## config.mk

```make
export PLATFORM = sky130hd
export DESIGN_NAME = gid_bank_irq
export DESIGN_NICKNAME = d
export VERILOG_FILES = /design/src/rtl/gid_pkg.sv /design/src/rtl/gid_detect.sv /design/src/rtl/gid_cfg_reg.sv /design/src/rtl/gid_mask_status.sv /design/src/rtl/gid_bank_irq.sv
export SDC_FILE = /design/constraint.sdc
export NUM_CORES = 1
export LEC_CHECK = 0
export ABC_CLOCK_PERIOD_IN_PS = 1300
export BUFFER_PORTS_ARGS = -buffer_cell sky130_fd_sc_hd__buf_4
export CAP_MARGIN = 10
export CORE_MARGIN = 5
export CORE_UTILIZATION = 50
export DETAILED_ROUTE_END_ITERATION = 6
export PLACE_DENSITY_LB_ADDON = 0.2
export SKIP_LAST_GASP = 1
export SYNTH_ARGS = -nofsm -noshare
export SYNTH_HDL_FRONTEND = slang
export SYNTH_SLANG_ARGS = --single-unit
```

## constraint.sdc

```tcl
create_clock -name clk -period 1.3 [get_ports clk]
set_input_delay 0.065 -clock clk [delete_from_list [all_inputs] [get_ports clk]]
set_output_delay 0.065 -clock clk [all_outputs]
set_load 0.005 [all_outputs]
```

## src/rtl/gid_pkg.sv

```systemverilog
package gid_pkg;
   localparam int unsigned GID_REG_W = 3;

   typedef enum logic [GID_REG_W-1:0] {
      REG_MASKVIEW = 3'd0,
      REG_UNMASK   = 3'd1,
      REG_MASKSET  = 3'd2,
      REG_STATUS   = 3'd3,
      REG_TRIG     = 3'd4,
      REG_POL      = 3'd5,
      REG_BOTH     = 3'd6
   } gid_reg_e;
endpackage

```

## src/rtl/gid_detect.sv

```systemverilog
module gid_detect #(
   parameter int unsigned NPINS = 32
) (
   input  logic             clk,
   input  logic             rst_n,
   input  logic [NPINS-1:0] pin_i,
   input  logic [NPINS-1:0] trig_i,
   input  logic [NPINS-1:0] pol_i,
   input  logic [NPINS-1:0] both_i,
   output logic [NPINS-1:0] evt_o
);
   logic [NPINS-1:0] prev_q;

   always_ff @(posedge clk) begin
      if (!rst_n) prev_q <= '0;
      else        prev_q <= pin_i;
   end

   for (genvar i = 0; i < NPINS; i++) begin : g_pin
      logic rise, fall, edge_hit, level_hit;
      assign rise      = pin_i[i] & ~prev_q[i];
      assign fall      = ~pin_i[i] & prev_q[i];
      assign edge_hit  = both_i[i] ? (rise | fall) : (pol_i[i] ? rise : fall);
      assign level_hit = pol_i[i] ? pin_i[i] : ~pin_i[i];
      assign evt_o[i]  = trig_i[i] ? edge_hit : level_hit;
   end
endmodule

```

## src/rtl/gid_cfg_reg.sv

```systemverilog
module gid_cfg_reg #(
   parameter int unsigned NPINS = 32
) (
   input  logic             clk,
   input  logic             rst_n,
   input  logic             we_i,
   input  logic [NPINS-1:0] bits_i,
   output logic [NPINS-1:0] q_o
);
   always_ff @(posedge clk) begin
      if (!rst_n)    q_o <= '0;
      else if (we_i) q_o <= bits_i;
   end
endmodule

```

## src/rtl/gid_mask_status.sv

```systemverilog
module gid_mask_status #(
   parameter int unsigned NPINS = 32
) (
   input  logic             clk,
   input  logic             rst_n,
   input  logic             unmask_we_i,
   input  logic             mask_we_i,
   input  logic             clr_we_i,
   input  logic [NPINS-1:0] bits_i,
   input  logic [NPINS-1:0] evt_i,
   output logic [NPINS-1:0] mask_o,
   output logic [NPINS-1:0] status_o
);
   logic [NPINS-1:0] clr_bits;
   assign clr_bits = clr_we_i ? bits_i : '0;

   always_ff @(posedge clk) begin
      if (!rst_n) begin
         mask_o <= '1;
      end else if (mask_we_i) begin
         mask_o <= mask_o | bits_i;
      end else if (unmask_we_i) begin
         mask_o <= mask_o & ~bits_i;
      end
   end

   always_ff @(posedge clk) begin
      if (!rst_n) status_o <= '0;
      else        status_o <= (status_o & ~clr_bits) | evt_i;
   end
endmodule

```

## src/rtl/gid_bank_irq.sv

```systemverilog
module gid_bank_irq #(
   parameter int unsigned NPINS   = 32,
   parameter int unsigned DATA_W  = 32,
   parameter int unsigned ADDR_W  = 3,
   parameter bit          IRQ_REG = 1'b0
) (
   input  logic              clk,
   input  logic              rst_n,
   input  logic [NPINS-1:0]  pin_i,
   input  logic              wr_en,
   input  logic [ADDR_W-1:0] wr_addr,
   input  logic [DATA_W-1:0] wr_data,
   input  logic [ADDR_W-1:0] rd_addr,
   output logic [DATA_W-1:0] rd_data,
   output logic              irq_o
);
   import gid_pkg::*;

   localparam int unsigned NCFG = 3;

   if (NPINS < 1 || NPINS > DATA_W) begin : g_bad_npins
      $error("gid_bank_irq: NPINS must be 1..DATA_W");
   end
   if (ADDR_W < GID_REG_W) begin : g_bad_addr
      $error("gid_bank_irq: ADDR_W too small for the register map");
   end

   logic [NPINS-1:0] wr_bits;
   logic [NPINS-1:0] mask_q, status_q, evt;
   logic [NPINS-1:0] cfg_q [NCFG];
   logic [NPINS-1:0] pend;

   assign wr_bits = wr_data[NPINS-1:0];

   function automatic logic hit(input logic [ADDR_W-1:0] a, input gid_reg_e r);
      return a == ADDR_W'(r);
   endfunction

   for (genvar c = 0; c < NCFG; c++) begin : g_cfg
      localparam gid_reg_e RSEL = (c == 0) ? REG_TRIG : (c == 1) ? REG_POL : REG_BOTH;
      gid_cfg_reg #(.NPINS(NPINS)) cfg_i (
         .clk    (clk),
         .rst_n  (rst_n),
         .we_i   (wr_en && hit(wr_addr, RSEL)),
         .bits_i (wr_bits),
         .q_o    (cfg_q[c])
      );
   end

   gid_detect #(.NPINS(NPINS)) det_i (
      .clk    (clk),
      .rst_n  (rst_n),
      .pin_i  (pin_i),
      .trig_i (cfg_q[0]),
      .pol_i  (cfg_q[1]),
      .both_i (cfg_q[2]),
      .evt_o  (evt)
   );

   gid_mask_status #(.NPINS(NPINS)) ms_i (
      .clk         (clk),
      .rst_n       (rst_n),
      .unmask_we_i (wr_en && hit(wr_addr, REG_UNMASK)),
      .mask_we_i   (wr_en && hit(wr_addr, REG_MASKSET)),
      .clr_we_i    (wr_en && hit(wr_addr, REG_STATUS)),
      .bits_i      (wr_bits),
      .evt_i       (evt),
      .mask_o      (mask_q),
      .status_o    (status_q)
   );

   always_comb begin
      rd_data = '0;
      if      (hit(rd_addr, REG_MASKVIEW)) rd_data[NPINS-1:0] = mask_q;
      else if (hit(rd_addr, REG_STATUS))   rd_data[NPINS-1:0] = status_q;
      else if (hit(rd_addr, REG_TRIG))     rd_data[NPINS-1:0] = cfg_q[0];
      else if (hit(rd_addr, REG_POL))      rd_data[NPINS-1:0] = cfg_q[1];
      else if (hit(rd_addr, REG_BOTH))     rd_data[NPINS-1:0] = cfg_q[2];
   end

   assign pend = status_q & ~mask_q;

   if (IRQ_REG) begin : g_irq_ff
      always_ff @(posedge clk) begin
         if (!rst_n) irq_o <= 1'b0;
         else        irq_o <= |pend;
      end
   end else begin : g_irq_comb
      assign irq_o = |pend;
   end
endmodule

```

==> reports/results.ini <==
[clock_network]
root_buffer=clkbuf_16
cts_max_level=4
clkLatencyLatePin_ns=0.43
clockBufferDepth=2
path_clk_slew_ns=0.07
cts_tree=built
cts_buffers=17
clkSinkCount=192

[sta]
hold_viol=0
slew_viol_final=0
setup_viol=42
rsz0062_at_grt=true
fmax_mhz=586
fin_crit_ns=1.71
fin_hold_ws_ns=0.0479
period_share_pct=131
worst_pin_slew_ns=0.501
relSlewSlack_pct=66.6
setup_ws_ns=-0.408
finalClockSkew_ns=0.00624

[worst_setup_path]
r2r_end=ms_i.status_o[10]$_SDFF_PN0_
reg2reg_slack_ns=-0.05
cp-start-kind=flip-flop
ff2ff_path_depth=6
crit_arrival_ns=1.64
r2r-start=det_i.prev_q[10]$_SDFF_PN0_
endpoint_kind=primary output
worst-path-max-fanout=2
worstSetupPathType=reg -> out
worstPathRequired_ns=1.24

[placed_design]
dpl_cell_area_um2=11800
place_congestion=0.876
dp_hpwl_mm=20.5
portBuffers=105
post-place-ws_ns=-0.168

[finish]
utilization_pct=71.3
nets=1639
n_antenna_cell=0
area_growth_pct=39.4
stdcell_area_um2=14000
drive_gt1_share_pct=29.0

[synthesis]
syn-mean-instance-area_um2=7.90
syn_inst=1268
async_reset_ff_share_pct=0
yosysTopAreaCell=dfxtp_1
synth_flop_cell=dfxtp_1
synth_top_cells_by_count=291 x nand2_1, 192 x dfxtp_1, 128 x a21oi_1
syn_nets=1405
synth_area_um2=10000
netlist-cell-type-count=32
synth.ff_latch_count=192
synth_edf_count=0
synth_area_leaders=dfxtp_1 38%, nand2_1 11%, ha_1 8.0%
synth_top_area_share_pct=38.4
yosysSeqAreaShare_pct=38.4
yosys_warnings=0
synth.most_common_cell=nand2_1

[die]
coreArea_um2=19600
fp.dieW_um=152
die_h_um=152
core.rowCount=51
die_area_um2=23000
start_util_pct=51.1
io_pins=106

[detailed_routing]
drc_errors=0
ant_nets=0
detail_route.wl_per_cell_um=18.4
dr.pass1.iters=5
routed_wl_mm=32.7
via_count=10000
drtIter0Drc=854
viasPerCell=5.64

[pwr]
clkPwrFrac_pct=40.5
swShare_pct=26.0
p_leak_nw=5.77
pwr-share-comb_pct=16.0
ir_drop_v=0.000957
total_power_mw=14.5
power_switching_mw=3.77
pwr-share-seq_pct=43.5
powerDensity_nw_per_um2=1040
p_int_mw=10.7

[grt]
grt_pass1_wl_mm=50.6
overflow=0
grt_pass1_vias=9727
grt_max_degree=37
grt_usage_pct=28.0
antenna_found_initial=0

[worst_hold_path]
min_to=ms_i.status_o[3]$_SDFF_PN0_
hold_depth=4
hold_class=in -> reg
hold_path.startpoint=pin_i[3]

[flow_run]
cap_violations=0

[run_status]
failed_checks=setup timing
outcome=finished, violations left

## worst max path at each step
stage / endpoint / depth (start not counted) / startpoint / slack, ns
finish: rd_data[12] / 6 / g_cfg[1].cfg_i.q_o[12]$_SDFFE_PN0P_ / -0.41
detailed placement: rd_data[13] / 8 / rd_addr[0] / -0.17
global route: rd_data[25] / 6 / g_cfg[1].cfg_i.q_o[25]$_SDFFE_PN0P_ / -0.51
floorplan: ms_i.status_o[0]$_SDFF_PN0_ / 6 / det_i.prev_q[0]$_SDFF_PN0_ / 0.03
global placement: rd_data[13] / 8 / rd_addr[0] / -0.14
CTS: rd_data[12] / 6 / g_cfg[1].cfg_i.q_o[12]$_SDFFE_PN0P_ / -0.46
## worst max-delay path, stage by stage, from the launching register on
cell and delay [ns]:
dfxtp_2 0.33, buf_6 0.11, mux2i_1 0.16, nor2_1 0.11, a311oi_2 0.22, o21ai_1 0.13, buf_4 0.15
## per-layer routing
layer	track usage, %	vias to the layer above	share of wire [%]	routed length (um)
met3	4.52	54	7.0	2280
li1	-	4778	-	-
met5	0	-	0	0
met1	37.4	4774	43	14200
met4	7.68	0	1.8	578
met2	47.1	428	48	15700
## per-stage QoR
| stage | std cells | TNS (ns) |
|---|---|---|
| 6_report | 1780 | -10.73 |
| 5_1_grt | 1780 | -15.32 |
| 4_1_cts | 1768 | -11.39 |
| 3_5_place_dp | 1657 | -4.53 |
| 3_3_place_gp | 1657 | -2.79 |
| 2_1_floorplan | 1268 | 0 |
## cells by family after synthesis
group	synth area share (%)
buffers and inverters	6.75
xor gates and xnor gates	2.80
adders and majority gates	8.00
and+or+nand+nor	15.8
AOI/OAI and AO/OA	21.5
DFF	38.4
muxes	6.80
## power groups by stage
stage               Combinational [mW]  Sequential, mW  Clock (mW)
CTS                               2.23            6.29        5.89
global placement                  1.90            6.40           0
detailed placement                1.94            6.41           0
floorplan                        0.937            6.37           0
global route                      2.50            6.34        6.16
finish                            2.32            6.31        5.87
## cell type report
class | count | area, um2
Fill cell | 1510 | 5630
Clock inverter | 12 | 206
Tap cell | 265 | 332
Multi-Input combinational cell | 905 | 6020
Clock buffer | 20 | 447
Sequential cell | 192 | 3910
Timing Repair Buffer | 289 | 2670
Inverter | 97 | 369
## layout by cell type (no fill, tap or decap), types with 12 or more instances in the layout
| cell type | synthesis | layout |
|---|---|---|
| nand2_1 | 291 | 291 |
| buf_4 | 3 | 188 |
| dfxtp_1 | 192 | 136 |
| a21oi_1 | 128 | 128 |
| nor2_1 | 99 | 96 |
| dlygate4sd3_1 | 0 | 63 |
| o21ai_1 | 13 | 62 |
| inv_1 | 96 | 59 |
| dfxtp_2 | 0 | 56 |
| inv_2 | 1 | 36 |
| xor2_1 | 32 | 32 |
| o211ai_1 | 32 | 32 |
| o21a_1 | 32 | 32 |
| a221o_1 | 32 | 32 |
| mux2i_1 | 32 | 30 |
| mux2_4 | 0 | 29 |
| a311oi_1 | 32 | 28 |
| ha_1 | 64 | 28 |
| buf_12 | 0 | 23 |
| ha_4 | 0 | 20 |
| clkbuf_16 | 0 | 17 |
| ha_2 | 0 | 16 |
| buf_6 | 0 | 13 |
| o22ai_1 | 16 | 12 |
## timing repair
action / CTS / global route
resized for setup: 202 / 60
setup endpoints to repair: 65 / 65
pin swaps: 105 / 66
hold buffers: 65 / 0
setup buffers: 14 / 13
hold endpoints to repair: 160 / 0
Note: power is estimated with default switching activity, not from simulation.
